<file path="config.mk">
export PLATFORM = sky130hd
export DESIGN_NAME = gpio_edge_ctrl
export DESIGN_NICKNAME = d
export VERILOG_FILES = /design/src/rtl/gpio_pkg.sv /design/src/rtl/gpio_sync.sv /design/src/rtl/gpio_edge_det.sv /design/src/rtl/gpio_pad_drv.sv /design/src/rtl/gpio_edge_ctrl.sv
export SDC_FILE = /design/constraint.sdc
export NUM_CORES = 1
export LEC_CHECK = 0
export CORE_ASPECT_RATIO = 0.9
export CORE_UTILIZATION = 48
export DETAILED_ROUTE_END_ITERATION = 8
export PLACE_DENSITY = 0.7
export RECOVER_POWER = 50
export SYNTH_ARGS = -nofsm -noshare
export SYNTH_HDL_FRONTEND = slang
export SYNTH_HIERARCHICAL = 1
export SYNTH_SLANG_ARGS = --single-unit
</file>
<file path="constraint.sdc">
create_clock -name clk_i -period 3.4 [get_ports clk_i]
set_input_delay 0.85 -clock clk_i [delete_from_list [all_inputs] [get_ports clk_i]]
set_output_delay 0.85 -clock clk_i [all_outputs]
set_load 0.01 [all_outputs]
</file>
<file path="src/rtl/gpio_pkg.sv">
package gpio_pkg;
  typedef enum logic [2:0] {
    SEL_DIR = 3'd0,
    SEL_OD  = 3'd1,
    SEL_DAT = 3'd2,
    SEL_EVT = 3'd3,
    SEL_MSK = 3'd4,
    SEL_CTL = 3'd5
  } reg_sel_e;
endpackage

</file>
<file path="src/rtl/gpio_sync.sv">
module gpio_sync #(
  parameter int W = 32
) (
  input  logic         clk_i,
  input  logic         rst_ni,
  input  logic [W-1:0] async_i,
  output logic [W-1:0] sync_o
);
  logic [W-1:0] meta_q, stab_q;

  always_ff @(posedge clk_i or negedge rst_ni) begin
    if (!rst_ni) begin
      meta_q <= '0;
      stab_q <= '0;
    end else begin
      meta_q <= async_i;
      stab_q <= meta_q;
    end
  end

  assign sync_o = stab_q;
endmodule

</file>
<file path="src/rtl/gpio_edge_det.sv">
module gpio_edge_det #(
  parameter int W = 32
) (
  input  logic         clk_i,
  input  logic         rst_ni,
  input  logic [W-1:0] lvl_i,
  input  logic [W-1:0] fall_only_i,
  output logic [W-1:0] hit_o
);
  logic [W-1:0] prev_q;

  always_ff @(posedge clk_i or negedge rst_ni) begin
    if (!rst_ni) prev_q <= '0;
    else         prev_q <= lvl_i;
  end

  for (genvar i = 0; i < W; i++) begin : g_bit
    // any change; in falling-only mode the old level must have been high
    assign hit_o[i] = (lvl_i[i] ^ prev_q[i]) & (~fall_only_i[i] | prev_q[i]);
  end
endmodule

</file>
<file path="src/rtl/gpio_pad_drv.sv">
module gpio_pad_drv #(
  parameter int W = 32
) (
  input  logic [W-1:0] dir_i,
  input  logic [W-1:0] od_i,
  input  logic [W-1:0] dat_i,
  output logic [W-1:0] out_o,
  output logic [W-1:0] oe_o
);
  // register bit b serves pin W-1-b
  for (genvar p = 0; p < W; p++) begin : g_pin
    localparam int B = W - 1 - p;
    assign out_o[p] = od_i[B] ? 1'b0 : dat_i[B];
    assign oe_o[p]  = dir_i[B] & (od_i[B] ? ~dat_i[B] : 1'b1);
  end
endmodule

</file>
<file path="src/rtl/gpio_edge_ctrl.sv">
module gpio_edge_ctrl
  import gpio_pkg::*;
#(
  parameter int N_PINS = 32,
  parameter int ADDR_W = 5
) (
  input  logic              clk_i,
  input  logic              rst_ni,
  input  logic [ADDR_W-1:0] addr_i,
  input  logic              wr_en_i,
  input  logic [N_PINS-1:0] wdata_i,
  input  logic              rd_en_i,
  output logic [N_PINS-1:0] rdata_o,
  input  logic [N_PINS-1:0] pad_in_i,
  output logic [N_PINS-1:0] pad_out_o,
  output logic [N_PINS-1:0] pad_oe_o,
  output logic              irq_o
);
  localparam int WORD_W = ADDR_W - 2;

  logic [N_PINS-1:0] dir_q, od_q, dat_q, evt_q, mask_q, ctl_q;
  logic [N_PINS-1:0] pad_in_r, lvl_r, hit_r, evt_clr, rd_mux, rdata_q;
  logic              irq_q, aligned;
  logic [WORD_W-1:0] word;

  for (genvar p = 0; p < N_PINS; p++) begin : g_in_rev
    assign pad_in_r[N_PINS-1-p] = pad_in_i[p];
  end

  gpio_sync #(.W(N_PINS)) u_sync (
    .clk_i   (clk_i),
    .rst_ni  (rst_ni),
    .async_i (pad_in_r),
    .sync_o  (lvl_r)
  );

  gpio_edge_det #(.W(N_PINS)) u_edge (
    .clk_i       (clk_i),
    .rst_ni      (rst_ni),
    .lvl_i       (lvl_r),
    .fall_only_i (ctl_q),
    .hit_o       (hit_r)
  );

  gpio_pad_drv #(.W(N_PINS)) u_pad (
    .dir_i (dir_q),
    .od_i  (od_q),
    .dat_i (dat_q),
    .out_o (pad_out_o),
    .oe_o  (pad_oe_o)
  );

  assign aligned = (addr_i[1:0] == 2'b00);
  assign word    = addr_i[ADDR_W-1:2];

  function automatic logic hits(input logic [WORD_W-1:0] w, input reg_sel_e s);
    return w == WORD_W'(s);
  endfunction

  logic wr_ok;
  assign wr_ok   = wr_en_i & aligned;
  assign evt_clr = (wr_ok && hits(word, SEL_EVT)) ? wdata_i : '0;

  always_ff @(posedge clk_i or negedge rst_ni) begin
    if (!rst_ni) begin
      dir_q  <= '0;
      od_q   <= '0;
      dat_q  <= '0;
      mask_q <= '0;
      ctl_q  <= '0;
    end else if (wr_ok) begin
      if (hits(word, SEL_DIR)) dir_q  <= wdata_i;
      if (hits(word, SEL_OD))  od_q   <= wdata_i;
      if (hits(word, SEL_DAT)) dat_q  <= wdata_i;
      if (hits(word, SEL_MSK)) mask_q <= wdata_i;
      if (hits(word, SEL_CTL)) ctl_q  <= wdata_i;
    end
  end

  // new edges take priority over a simultaneous clear
  always_ff @(posedge clk_i or negedge rst_ni) begin
    if (!rst_ni) begin
      evt_q <= '0;
      irq_q <= 1'b0;
    end else begin
      evt_q <= (evt_q & ~evt_clr) | hit_r;
      irq_q <= |(evt_q & mask_q);
    end
  end

  always_comb begin
    rd_mux = '0;
    if (aligned) begin
      if (hits(word, SEL_DIR)) rd_mux = dir_q;
      if (hits(word, SEL_OD))  rd_mux = od_q;
      if (hits(word, SEL_DAT)) rd_mux = (dir_q & dat_q) | (~dir_q & lvl_r);
      if (hits(word, SEL_EVT)) rd_mux = evt_q;
      if (hits(word, SEL_MSK)) rd_mux = mask_q;
      if (hits(word, SEL_CTL)) rd_mux = ctl_q;
    end
  end

  always_ff @(posedge clk_i or negedge rst_ni) begin
    if (!rst_ni)      rdata_q <= '0;
    else if (rd_en_i) rdata_q <= rd_mux;
  end

  assign rdata_o = rdata_q;
  assign irq_o   = irq_q;
endmodule

</file>
**Yosys cells after proc, flatten, opt, wreduce, memory -nomap -nowiden**

Index checks and enable logic that the tools add are counted.

- Bits in registers: 321
- Bits of input ports: 73
- Output and inout bits: 97
- Word-level logic and storage cells: 298

- Equality and inequality tests: 5
- Mux-type cells: 72
- Bitwise gates (word level): 201
- Reductions and logical operators: 9

Operators with widths:

| cell | number |
|---|---|
| 2-to-1 mux 32 bit | 8 |
| bitwise AND 32 bit | 4 |
| bitwise AND 1 bit | 65 |
| 2-to-1 mux 1 bit | 64 |
| NOT 1 bit | 64 |
| NOT 32 bit | 2 |
| OR 32 bit | 2 |
| OR 1 bit | 32 |
| OR reduction 32 bit | 1 |
| bitwise XOR 1 bit | 32 |
| AND reduction 2 bit | 5 |
| == test 3 x 2 -> 1 bit, second input constant | 2 |
| == test 3 bit, second input constant | 2 |
| == test 3 x 1 -> 1 bit, second input constant | 1 |
| logical NOT 3 bit | 1 |
| logical NOT 2 bit | 1 |
| logical AND 1 bit | 1 |

**Longest topological paths before layout**

- Word-level depth: 8
- Depth in mapped cells: 7
- Depth with buffers taken out: 4

**Hierarchy**

Netlist, hierarchy kept.

By module, submodules not included:

| module | times used | cells an instance | area an instance (µm²) | seq. area each (µm²) |
|---|---|---|---|---|
| gpio_edge_ctrl | 1 | 833 | 10,506.3 | 5,630.4 |
| gpio_sync | 1 | 64 | 1,601.5 | 1,601.5 |
| gpio_edge_det | 1 | 96 | 1,320.0 | 800.8 |
| gpio_pad_drv | 1 | 64 | 513.0 | 0.0 |

**Worst setup path before layout**

No wires, ideal clock.

- Kind: in2reg
- Start point: input addr_i[2]
- End point: register dat_q[10]
- Setup time: 0.125 ns
- Arrival time: 2.184 ns
- Required time: 3.275 ns
- Slack: 1.091 ns
- Stages: 7
- Path buffers: 4
- Cell sequence: buf_6 or2_1 buf_2 or3_1 buf_2 buf_6 mux2_4

- Word-level cells in the longest chain between the ends: 2

RTL lines:

| element | RTL line | RTL |
|---|---|---|
| start, declared | gpio_edge_ctrl.sv:9 | `input logic [ADDR_W-1:0] addr_i,` |
| == test 3 x 2 -> 1 bit | gpio_edge_ctrl.sv:57 | `return w == WORD_W'(s);` |
| AND reduction 2 bit (no source line) | n/a |  |
| end signal, assigned | gpio_edge_ctrl.sv:74 | `if (hits(word, SEL_DAT)) dat_q <= wdata_i;` |
| end, declared | gpio_edge_ctrl.sv:21 | `logic [N_PINS-1:0] dir_q, od_q, dat_q, evt_q, mask_q, ctl_q;` |

No other way between the ends.
A chain may end at the register's enable or synchronous reset.

**Worst setup path after layout**

- Start point: register od_q[2]
- End point: output pad_oe_o[29]

- Word-level cells in the longest chain between the ends: 2

RTL lines:

| element | RTL line | RTL |
|---|---|---|
| start, declared | gpio_edge_ctrl.sv:21 |  |
| start signal, assigned | gpio_edge_ctrl.sv:73 | `if (hits(word, SEL_OD)) od_q <= wdata_i;` |
| 2-to-1 mux 1 bit | gpio_pad_drv.sv:14 | `assign oe_o[p] = dir_i[B] & (od_i[B] ? ~dat_i[B] : 1'b1);` |
| bitwise AND 1 bit | gpio_pad_drv.sv:14 |  |
| end, declared | gpio_edge_ctrl.sv:16 | `output logic [N_PINS-1:0] pad_oe_o,` |

No other way between the ends.

==> results.toml <==
[route]
drt-initial-drc-count = 833
drt_wl_total_mm = 35.8
vias = 9318
via_per_inst = 5.77
final_antenna_net_count = 0
drt-pass1-iter-count = 5
wl_per_cell_um = 22.1
drc_errors = 0

[synthesis]
synth_top_cell_by_area = "dfrtp_1"
syn_area_um2 = 13900
syn_inst = 1057
syn_nets = 1130
ys_top_cells_by_area = "dfrtp_1 58%, mux2_2 10%, mux2i_1 4.5%, a21o_1 3.4%, mux2_4 3.2%"
syn_area_per_cell_um2 = 13.2
ys_ff_latch = 321
seq_area_frac_synth = 0.576
yosysWarnings = 6
yosysTopAreaCellShare = 0.576
netlist-cell-type-count = 32

[grt]
grt_antenna_before_repair = 1
grt.overflow.total = 0
grt_pass1_vias = 9532
grt_max_degree = 80
grt_pass1_wl_mm = 55.9
grt_use_total = 0.247

[timing]
tightestPinTransition_ns = 2.25
worst_slack_ns = 0.519
slew_violations = 77
fmax_mhz = 347
period_needed_ns = 2.88
final-setup-viol-count = 0
fin_tns_setup_ns = 0
rsz0062_at_grt = "no"
finalClockSkew_ns = 0.0134
fin_crit_sh = 0.847
maxSlewHeadroom = -0.502
hold_violations = 0

[power]
pwr_density_cell_nw_per_um2 = 577
power.leakage_nw = 7.50
vdd_drop_max_mv = 0.323

[placement]
pre_cts_ws_ns = 0.484
hpwlAfterDp_mm = 22.4
place_congestion = 0.785
portBuffers = 169

[clock_tree]
cts_buffers = 34
post_cts_buffers = 0
htree_num_levels = 2
cts_tree = "built"
cts_root_buf = "clkbuf_16"
cts_hold_buf = 0
clock_path_buffers = 3
worst_skew_pair.late_latency_ns = 0.50
clock_sinks = 321
cts_resized = 0
cts.clk_slew.worst_paths_ns = 0.06

[worst_setup_path]
endpoint = "pad_oe_o[29]"
crit_arrival_ns = 2.03
crit_path_end_kind = "output port"
ff2ff_setup_slack_ns = 1.81
r2r_start = "mask_q[26]"
critPathLaunchType = "flip-flop"
crit_type = "reg -> out"
worstReg2RegEnd = "irq_o"
reg2reg_depth = 3
crit_required_ns = 2.55
worst-path-max-fanout = 4
crit_start = "od_q[2]"

[die]
initial_core_util = 0.494
ioPinCount = 170
dieHeight_um = 164
core_area_um2 = 28200
row_count = 58
die_w_um = 182
die_area_um2 = 29700

[finish]
num-nets-final = 1303
area_delta_synth_final_pct = 23.5
layout-drive-gt1-share = 0.224

[outcome]
outcome = "finished with violations"
violations = "max-capacitance violations, max-slew violations"

[flow_run]
max-cap-violations = 1

[min_path]
hold_class = "reg -> reg"
worst max-delay path: stages, from the launching register on:
cell,delay (ns)
dfrtp_1,0.41
a21boi_0,0.47
clkdlybuf4s50_1,0.64
layout make-up:
cell class                 instances  area (µm²)
clock buffer                      49         988
inverter                           1        3.75
tap                              360         450
timing repair buffer             197        1970
fill                            2227       11000
sequential                       321        8030
clock inverter                    12        93.8
multi-input combinational        675        5670
antenna                            1        2.50
layer usage:
metal | vias to the layer above | global-route usage | part of all wire
li1 | 4197 | - | -
met1 | 4795 | 0.336 | 0.45
met2 | 272 | 0.414 | 0.48
met3 | 54 | 0.0384 | 0.047
met4 | 0 | 0.0655 | 0.019
met5 | - | 0 | 0
layout by cell type, fill, tap and decap left out, types with 3 or more instances in the layout:
cell             instances
nor3_1                  32
dfrtp_1                321
dlygate4sd3_1           32
nor2b_4                  3
mux2_1                   4
mux2_4                  30
clkdlybuf4s50_1        133
nand3b_1                32
clkbuf_8                 6
nand2b_1                31
mux2_2                 127
clkbuf_16               35
mux2i_1                 63
o21ai_0                 32
clkbuf_1                 8
a21oi_1                 32
buf_2                    3
a22oi_1                 16
nand2_1                 33
and2b_2                 29
nor2b_1                 35
buf_4                   20
a21o_1                  64
a32o_1                  32
a21boi_1                 3
a21boi_0                29
nand4_1                  4
buf_12                   7
a2bb2oi_1               32
clkinv_2                 8
per-stage QoR:
step           utilization  instance area, µm²  cells  hold WS [ns]  total power (W)
3_5_place_dp         0.572               16100   1554         0.335          0.00642
2_1_floorplan            -               13900   1057         0.331          0.00556
5_1_grt              0.610               17200   1616         0.352           0.0104
4_1_cts              0.610               17200   1615         0.348           0.0100
3_3_place_gp         0.572               16100   1554         0.332          0.00636
6_report             0.610               17200   1616         0.346          0.00994
Yosys cell counts (all sizes together):
cell type	count
a32o	32
nand4	4
a21oi	32
nand2	34
or2	1
buf	23
clkbuf	37
nand4bb	1
or4	1
nand3b	32
nor3	34
or3	2
a22oi	16
inv	1
nor2b	38
mux2	161
dfrtp	321
a2bb2oi	32
a21o	64
nand2b	32
nor2	2
mux2i	63
a21boi	32
o21ai	32
nand4b	1
and2b	29
kinds of logic after synthesis:
logic type             share of synthesized area
AO/OA/AOI/OAI                              0.126
multiplexers                               0.183
buffers and inverters                     0.0198
AND/OR/NAND/NOR                           0.0942
flip-flops                                 0.576
how the worst min path moves through the flow:
stage,from,end,depth (start not counted)
after detailed placement,u_sync/meta_q[0],u_sync/sync_o[0],0
final,u_sync/meta_q[6],u_sync/sync_o[6],0
after global routing,u_sync/meta_q[8],u_sync/sync_o[8],0
after CTS,u_sync/meta_q[5],u_sync/sync_o[5],0
after floorplan,u_sync/meta_q[0],u_sync/sync_o[0],0
after global placement,u_sync/meta_q[28],u_sync/sync_o[28],0
report_power, final:
part           leakage (nW)  internal [W]  switching, W
Clock                 0.534       0.00210       0.00149
Combinational          3.07       0.00100      0.000684
Sequential             3.90       0.00427      0.000388
Power figures use the tool's default switching activity.
